==> src/rtl/arb_pkg.sv <==
package arb_pkg;
   localparam int LINES_PER_BANK = 32;
   localparam int MAX_BANKS      = 3;

   typedef enum logic {
      PATH_NORM = 1'b0,
      PATH_FAST = 1'b1
   } path_e;
endpackage

==> src/rtl/arb_cand_sel.sv <==
module arb_cand_sel #(
   parameter int            NUM_LINES = 32,
   parameter arb_pkg::path_e PATH     = arb_pkg::PATH_NORM
) (
   input  logic [NUM_LINES-1:0] pend_i,
   input  logic [NUM_LINES-1:0] mask_i,
   input  logic [NUM_LINES-1:0] steer_i,
   output logic [NUM_LINES-1:0] cand_o
);
   logic [NUM_LINES-1:0] route;

   generate
      if (PATH == arb_pkg::PATH_FAST) begin : g_fast
         assign route = steer_i;
      end else begin : g_norm
         assign route = ~steer_i;
      end
   endgenerate

   assign cand_o = pend_i & ~mask_i & route;
endmodule

==> src/rtl/arb_prio_tree.sv <==
module arb_prio_tree #(
   parameter int NUM_LINES = 32,
   parameter int PRIO_W    = 5
) (
   input  logic [NUM_LINES-1:0]        valid_i,
   input  logic [NUM_LINES*PRIO_W-1:0] prio_i,
   output logic                        any_o,
   output logic [$clog2(NUM_LINES)-1:0] idx_o
);
   localparam int IDX_W  = $clog2(NUM_LINES);
   localparam int LEAVES = 1 << IDX_W;
   localparam int NODES  = 2 * LEAVES - 1;

   logic              nv  [NODES];
   logic [PRIO_W-1:0] npr [NODES];
   logic [IDX_W-1:0]  nix [NODES];

   generate
      for (genvar i = 0; i < LEAVES; i++) begin : g_leaf
         if (i < NUM_LINES) begin : g_real
            assign nv[LEAVES-1+i]  = valid_i[i];
            assign npr[LEAVES-1+i] = prio_i[i*PRIO_W +: PRIO_W];
            assign nix[LEAVES-1+i] = IDX_W'(i);
         end else begin : g_pad
            assign nv[LEAVES-1+i]  = 1'b0;
            assign npr[LEAVES-1+i] = '0;
            assign nix[LEAVES-1+i] = '0;
         end
      end

      // left child covers lower indices; right child wins ties
      for (genvar k = 0; k < LEAVES-1; k++) begin : g_node
         logic take_hi;
         assign take_hi = nv[2*k+2] &&
                          (!nv[2*k+1] || (npr[2*k+2] <= npr[2*k+1]));
         assign nv[k]  = nv[2*k+1] | nv[2*k+2];
         assign npr[k] = take_hi ? npr[2*k+2] : npr[2*k+1];
         assign nix[k] = take_hi ? nix[2*k+2] : nix[2*k+1];
      end
   endgenerate

   assign any_o = nv[0];
   assign idx_o = nv[0] ? nix[0] : '0;

   always_comb begin

      if (any_o) win_is_cand_chk: assert (valid_i[idx_o]);
   end
endmodule

==> src/rtl/arb_path_ctrl.sv <==
module arb_path_ctrl #(
   parameter int CODE_W = 5
) (
   input  logic              clk,
   input  logic              rst_n,
   input  logic              rearm_i,
   input  logic              hit_i,
   input  logic [CODE_W-1:0] win_i,
   output logic              req_o,
   output logic [CODE_W-1:0] code_o
);
   logic armed_q;

   always_ff @(posedge clk or negedge rst_n) begin
      if (!rst_n) begin
         armed_q <= 1'b1;
         req_o   <= 1'b0;
         code_o  <= '0;
      end else if (rearm_i || armed_q) begin
         if (hit_i) begin
            req_o   <= 1'b1;
            code_o  <= win_i;
            armed_q <= 1'b0;
         end else begin
            armed_q <= 1'b1;
            if (rearm_i) req_o <= 1'b0;
         end
      end
   end


   req_rise_chk: assert property (@(posedge clk) disable iff (!rst_n)
      $rose(req_o) |-> $past(hit_i));

   drop_on_rearm_chk: assert property (@(posedge clk) disable iff (!rst_n)
      (rearm_i && !hit_i) |=> !req_o);

   hold_latched_chk: assert property (@(posedge clk) disable iff (!rst_n)
      (!rearm_i && req_o) |=> (req_o && $stable(code_o)));

   code_update_chk: assert property (@(posedge clk) disable iff (!rst_n)
      !$stable(code_o) |-> (req_o && $past(hit_i)));
endmodule

==> src/rtl/dual_path_irq_arbiter.sv <==
module dual_path_irq_arbiter #(
   parameter int NUM_BANKS = 1,
   parameter int PRIO_W    = 5
) (
   input  logic                                            clk,
   input  logic                                            rst_n,
   input  logic [NUM_BANKS*arb_pkg::LINES_PER_BANK-1:0]        pend_i,
   input  logic [NUM_BANKS*arb_pkg::LINES_PER_BANK-1:0]        mask_i,
   input  logic [NUM_BANKS*arb_pkg::LINES_PER_BANK-1:0]        steer_i,
   input  logic [NUM_BANKS*arb_pkg::LINES_PER_BANK*PRIO_W-1:0] prio_i,
   input  logic                                            gen_en_i,
   input  logic                                            rearm_norm_i,
   input  logic                                            rearm_fast_i,
   output logic                                            req_norm_o,
   output logic                                            req_fast_o,
   output logic [$clog2(NUM_BANKS*arb_pkg::LINES_PER_BANK)-1:0] code_norm_o,
   output logic [$clog2(NUM_BANKS*arb_pkg::LINES_PER_BANK)-1:0] code_fast_o
);
   localparam int NUM_LINES = NUM_BANKS * arb_pkg::LINES_PER_BANK;
   localparam int CODE_W    = $clog2(NUM_LINES);

   generate
      if (NUM_BANKS < 1 || NUM_BANKS > arb_pkg::MAX_BANKS) begin : g_bad_banks
         $error("NUM_BANKS must lie in 1..3");
      end
      if (PRIO_W != 5 && PRIO_W != 6) begin : g_bad_prio
         $error("PRIO_W must be 5 or 6");
      end
   endgenerate

   logic [NUM_LINES-1:0] cand  [2];
   logic                 any   [2];
   logic [CODE_W-1:0]    win   [2];
   logic                 req   [2];
   logic [CODE_W-1:0]    code  [2];
   logic                 rearm [2];

   assign rearm[0] = rearm_norm_i;
   assign rearm[1] = rearm_fast_i;

   generate
      for (genvar p = 0; p < 2; p++) begin : g_path
         arb_cand_sel #(
            .NUM_LINES (NUM_LINES),
            .PATH      (arb_pkg::path_e'(p))
         ) u_cand (
            .pend_i  (pend_i),
            .mask_i  (mask_i),
            .steer_i (steer_i),
            .cand_o  (cand[p])
         );

         arb_prio_tree #(
            .NUM_LINES (NUM_LINES),
            .PRIO_W    (PRIO_W)
         ) u_tree (
            .valid_i (cand[p]),
            .prio_i  (prio_i),
            .any_o   (any[p]),
            .idx_o   (win[p])
         );

         arb_path_ctrl #(
            .CODE_W (CODE_W)
         ) u_ctrl (
            .clk     (clk),
            .rst_n   (rst_n),
            .rearm_i (rearm[p]),
            .hit_i   (any[p] && gen_en_i),
            .win_i   (win[p]),
            .req_o   (req[p]),
            .code_o  (code[p])
         );
      end
   endgenerate

   assign req_norm_o  = req[0];
   assign req_fast_o  = req[1];
   assign code_norm_o = code[0];
   assign code_fast_o = code[1];

   always_comb begin

      path_excl_chk: assert ((cand[0] & cand[1]) == '0);
   end


   no_req_when_off_chk: assert property (@(posedge clk) disable iff (!rst_n)
      (!gen_en_i && !req_norm_o) |=> !req_norm_o);
endmodule

==> config.mk <==
export PLATFORM = sky130hd
export DESIGN_NAME = dual_path_irq_arbiter
export DESIGN_NICKNAME = d
export VERILOG_FILES = /design/src/rtl/arb_pkg.sv /design/src/rtl/arb_cand_sel.sv /design/src/rtl/arb_prio_tree.sv /design/src/rtl/arb_path_ctrl.sv /design/src/rtl/dual_path_irq_arbiter.sv
export SDC_FILE = /design/constraint.sdc
export NUM_CORES = 1
export LEC_CHECK = 0
export ABC_AREA = 1
export ABC_CLOCK_PERIOD_IN_PS = 1200
export BUFFER_PORTS_ARGS = -buffer_cell sky130_fd_sc_hd__clkbuf_2
export CORE_MARGIN = 8
export CORE_UTILIZATION = 55
export CTS_CLUSTER_DIAMETER = 30
export DETAILED_ROUTE_END_ITERATION = 8
export GPL_TIMING_DRIVEN = 1
export HOLD_SLACK_MARGIN = 0.02
export PLACE_DENSITY_LB_ADDON = 0.3
export SLEW_MARGIN = 10
export SYNTH_ARGS = -nofsm -noshare
export SYNTH_HDL_FRONTEND = slang
export SYNTH_HIERARCHICAL = 1
export SYNTH_SLANG_ARGS = --single-unit
==> constraint.sdc <==
create_clock -name clk -period 1.2 [get_ports clk]
set_input_delay 0.12 -clock clk [delete_from_list [all_inputs] [get_ports clk]]
set_output_delay 0.12 -clock clk [all_outputs]
set_load 0.02 [all_outputs]
==> results.sh, run 1 <==
export IMPL_outcome="did not finish"
export IMPL_lastStage="global routing"
export IMPL_tool_error="[ERROR GRT-0116] Global routing finished with congestion. Check the congestion regions in the DRC Viewer."
export IMPL_place_hpwl_mm=49.9
export IMPL_avgSynthCellArea_sq_um=5.92
export IMPL_row_count=56
export IMPL_die_w_um=169
export IMPL_grt_pass1_wl_mm=191
export IMPL_synthTopCellsByArea="ha_1 (30%), nand2_1 (17%), o21ai_0 (11%), inv_1 (9.5%), a21oi_1 (5.7%)"
export IMPL_yosysWarningCount=6
export IMPL_grt_use_total=0.840
export IMPL_initial_utilization=0.552
export IMPL_synth_edff_count=0
export IMPL_yosysSeqAreaShare=0.0276
export IMPL_htreeDepth=1
export IMPL_synth_ff_type="dfrtp_1"
export IMPL_yosysUniqueCellTypes=40
export IMPL_yosys_area_top_type_share=0.295
export IMPL_synth_seq_cells=14
export IMPL_netlist_instances=2162
export IMPL_grt_ovfl_total=383
export IMPL_clk_path_buf_depth=2
export IMPL_gp_congestion=1.01
export IMPL_syn_area_sq_um=12800
export IMPL_portBuffers=272
export IMPL_cts_buffers=3
export IMPL_synth_nets=2725
export IMPL_cts_sinks=14
export IMPL_grt_pass1_vias=30100
export IMPL_die_height_um=169
export IMPL_synth_top_area_cell="ha_1"
export IMPL_cts_root_buf="clkbuf_16"
export IMPL_async_reset_ff_frac=1.00
export IMPL_ioPinCount=273
export IMPL_grt_max_degree=15
==> cells in the mapped netlist, types with 30 or more instances <==
library cell    n
nand3_1        62
o211ai_1       30
nor2_2         66
nor2_1         71
ha_1          302
nand2_1       572
o21ai_0       294
o21ai_1        30
nand4_1        42
a21oi_1       147
inv_1         325
o221ai_1       51
==> logic make-up after synthesis <==
logic type	count (synthesis)	synth area share
fa+ha+maj	302	0.295
simple gates	875	0.299
flops	14	0.0276
compound gates	593	0.262
buf+inv	378	0.116
==> metal layers <==
layer | track usage | GRT overflow
met5 | 0.441 | 0
met4 | 0.893 | 153
met3 | 0.764 | 8
met1 | 0.799 | 4
met2 | 0.966 | 218
==> what timing repair did <==
action                                  in CTS
pin swaps                                  114
cloned                                      21
hold endpoints to repair                    12
hold buffers                                 1
endpoints found under the setup margin      14
buffers inserted                            80
resized for setup                          273
==> through the flow <==
step                      instances  worst slack [ps]  hold WS, ps  instance area, sq um  setup TNS [ps]
after CTS                      3574             -5070          177                 22400          -52880
after detailed placement       3473             -5800         65.9                 20700          -61440
after global placement         3473             -5400         51.8                 20700          -56080
after floorplan                2162             -4640         -176                 13600          -45210
==> run 2: changes to the inputs <==
--- a/config.mk
+++ b/config.mk
@@ -9,12 +9,10 @@
 export ABC_CLOCK_PERIOD_IN_PS = 1200
 export BUFFER_PORTS_ARGS = -buffer_cell sky130_fd_sc_hd__clkbuf_2
 export CORE_MARGIN = 8
-export CORE_UTILIZATION = 55
-export CTS_CLUSTER_DIAMETER = 30
+export CORE_UTILIZATION = 40
 export DETAILED_ROUTE_END_ITERATION = 8
 export GPL_TIMING_DRIVEN = 1
-export HOLD_SLACK_MARGIN = 0.02
-export PLACE_DENSITY_LB_ADDON = 0.3
+export PLACE_DENSITY_LB_ADDON = 0.15
 export SLEW_MARGIN = 10
 export SYNTH_ARGS = -nofsm -noshare
 export SYNTH_HDL_FRONTEND = slang
==> results.sh, run 2 <==
export IMPL_ir_drop_v=0.000631
export IMPL_yosysMostFrequentCell="nand2_1"
export IMPL_relSlewSlack=0.701
export IMPL_timing_max_cap_violations=0
export IMPL_yosys_area_top_type_share=0.295
export IMPL_area_delta_synth_final_pct=94.7
export IMPL_finalCritPeriodShare=5.48
export IMPL_via_count=19800
export IMPL_drtAntennaViolNets=0
export IMPL_cp_start_kind="input port"
export IMPL_syn_area_sq_um=12800
export IMPL_drt_initial_drc_count=916
export IMPL_synth_top_area_cell="ha_1"
export IMPL_drc=0
export IMPL_total_power_w=0.0182
export IMPL_required_ps=1330
export IMPL_final_area_sq_um=24900
export IMPL_synthTopCellsByCount="nand2_1 (572), inv_1 (325), ha_1 (302)"
export IMPL_worst_path_stages=43
export IMPL_place_hpwl_mm=44.2
export IMPL_fin_crit_ps=6580
export IMPL_worstReg2RegStart="g_path[0].u_ctrl/armed_q$_DFFE_PN1P_"
export IMPL_htreeDepth=1
export IMPL_cpPeakStageDelay_ps=320
export IMPL_synth_ff_type="dfrtp_1"
export IMPL_clk_pin_slew_ps=50
export IMPL_grt_pass1_wl_mm=87.3
export IMPL_clk_path_buf_depth=2
export IMPL_nNetsFinal=3932
export IMPL_crit_path_end_kind="flop"
export IMPL_crit_fanout=6
export IMPL_layout_commonest_cell="buf_4"
export IMPL_skew_ps=0.645
export IMPL_worst_ep_arrival_time_ps=6710
export IMPL_gp_congestion=0.947
export IMPL_yosysUniqueCellTypes=40
export IMPL_routed_wl_mm=59.3
export IMPL_drive_gt1_frac=0.546
export IMPL_tightest_slew_ps=445
export IMPL_die_height_um=195
export IMPL_die_area_sq_um=38000
export IMPL_yosysWarningCount=6
export IMPL_reg2reg_depth=4
export IMPL_grt_setup_unrepaired="true"
export IMPL_outcome="finished with violations"
export IMPL_synthTopCellsByArea="ha_1 (30%), nand2_1 (17%), o21ai_0 (11%), inv_1 (9.5%), a21oi_1 (5.7%)"
export IMPL_cts_sinks=14
export IMPL_crit_path_end="g_path[1].u_ctrl/code_o[0]$_DFFE_PN0P_"
export IMPL_viasPerCell=5.25
export IMPL_first_pass_iters=5
export IMPL_violations="negative setup slack"
export IMPL_netlist_instances=2162
export IMPL_r2r_slack_ps=180
export IMPL_p_leak_nw=13.2
export IMPL_power_density_nw_per_um2=731
export IMPL_clk_latency_ps=240
export IMPL_core_sq_um=31600
export IMPL_r2r_end="g_path[0].u_ctrl/code_o[2]$_DFFE_PN0P_"
export IMPL_synth_edff_count=0
export IMPL_cts_root_buf="clkbuf_16"
export IMPL_avgSynthCellArea_sq_um=5.92
export IMPL_die_w_um=195
export IMPL_cp_startpoint="prio_i[159]"
export IMPL_grt_antenna_before_repair=1
export IMPL_portBuffers=272
export IMPL_path_class="in -> reg"
export IMPL_setup_viol=14
export IMPL_cts_buffers=3
export IMPL_grt_use_total=0.265
export IMPL_row_count=65
export IMPL_mostFrequentLayoutCells="buf_4 (888), nand2_1 (489), inv_1 (263)"
export IMPL_hold_viol=0
export IMPL_synth_nets=2725
export IMPL_synth_seq_cells=14
export IMPL_routedWlPerCell_um=15.7
export IMPL_grt_ovfl_total=0
export IMPL_holdWs_ps=146
export IMPL_report_final_slew_viol_count=0
export IMPL_hold_path_class="in -> reg"
export IMPL_cp_num_buf_inv=11
export IMPL_yosysSeqAreaShare=0.0276
export IMPL_grt_max_degree=15
export IMPL_finalSetupTns_ps=-59120
export IMPL_reg_largest_list="g_path.u_ctrl/code_o: 10 flops, g_path.u_ctrl/armed_q: 2 flops, g_path.u_ctrl/req_o: 2 flops"
export IMPL_cts_tree="built"
export IMPL_slowest_stage="ha_1"
export IMPL_path_delay_family="compound AO/OA/AOI/OAI gates"
export IMPL_grt_pass1_vias=19300
export IMPL_top_register="g_path.u_ctrl/code_o"
export IMPL_async_reset_ff_frac=1.00
export IMPL_timing_fmax_mhz=152
export IMPL_dpl_cell_area_sq_um=21000
export IMPL_setup_ws_ps=-5380
export IMPL_initial_utilization=0.406
export IMPL_largest_reg_flops=10
export IMPL_crit_top_cell="nand4_1"
export IMPL_ioPinCount=273
-- run 2: cell counts after synthesis --
No cell type changed its count.
-- run 2: how the worst min path moves through the flow --
stage                                                        end  cells after the start  slack [ps]         start
after floorplan           g_path[0].u_ctrl/code_o[0]$_DFFE_PN0P_                      0        -180         rst_n
after global placement        g_path[0].u_ctrl/req_o$_DFFE_PN0P_                      1          60         rst_n
after detailed placement      g_path[1].u_ctrl/req_o$_DFFE_PN0P_                      1          60         rst_n
after CTS                   g_path[0].u_ctrl/armed_q$_DFFE_PN1P_                      3         150  rearm_norm_i
after global routing        g_path[0].u_ctrl/armed_q$_DFFE_PN1P_                      3         170  rearm_norm_i
final                       g_path[0].u_ctrl/armed_q$_DFFE_PN1P_                      3         150  rearm_norm_i
-- run 2: routing by layer --
layer  routed length, um  GRT usage  vias to the layer above  part of all wire
li1                    -          -                     9868                 -
met1               24900      0.326                     9118              0.42
met2               29500      0.478                      644              0.50
met3                2820     0.0294                      171             0.048
met4                2170     0.0786                        0             0.037
met5                   0          0                        -                 0
-- run 2: worst register-to-register path: stages (launching register included) --
cell     delay [ps]
dfstp_2         550
inv_1            60
nand2_1         160
nand3_1         100
nand2_1          80
-- run 2: cell type report --
cell class / count / area (sq um)
inverters: 326 / 1310
flip-flops and latches: 14 / 353
repair inverters: 16 / 120
clock buffers: 3 / 75.1
fillers: 2244 / 6630
diodes: 1 / 2.50
well taps: 402 / 503
repair buffers: 1227 / 8970
multi-input cells: 1781 / 13600
-- run 2: timing repair --
item,4_1_cts,5_1_grt
endpoints found under the hold margin,12,0
setup buffers,95,62
pin swaps,131,154
resized for setup,293,364
cloned,16,13
hold buffers,1,0
endpoints found under the setup margin,14,14
-- run 2: cells by family (layout without fill, tap and decap cells) --
family          after synthesis  count (layout)  synth area share
buf+inv                     378            1572             0.116
other cells                   0               1                 0
fa+ha+maj                   302             302             0.295
flops                        14              14            0.0276
compound gates              593             594             0.262
simple gates                875             885             0.299
-- run 2: through the flow --
stage	utilization	instances	setup slack, ps
floorplan	-	2162	-4640
CTS	0.726	3696	-4780
global route	0.790	3770	-5660
detailed placement	0.666	3582	-5760
finish	0.790	3770	-5380
global placement	0.666	3582	-5540
-- run 2: report_power, final --
part           leakage [nW]  total (W)  switching [W]  internal, W
Clock                0.0370   0.000632       0.000196     0.000436
Sequential            0.169   0.000779       0.000131     0.000647
Combinational          13.0     0.0168        0.00861      0.00819
Total                  13.2     0.0182        0.00893      0.00928
No activity file was read; power rests on OpenSTA's default activity.
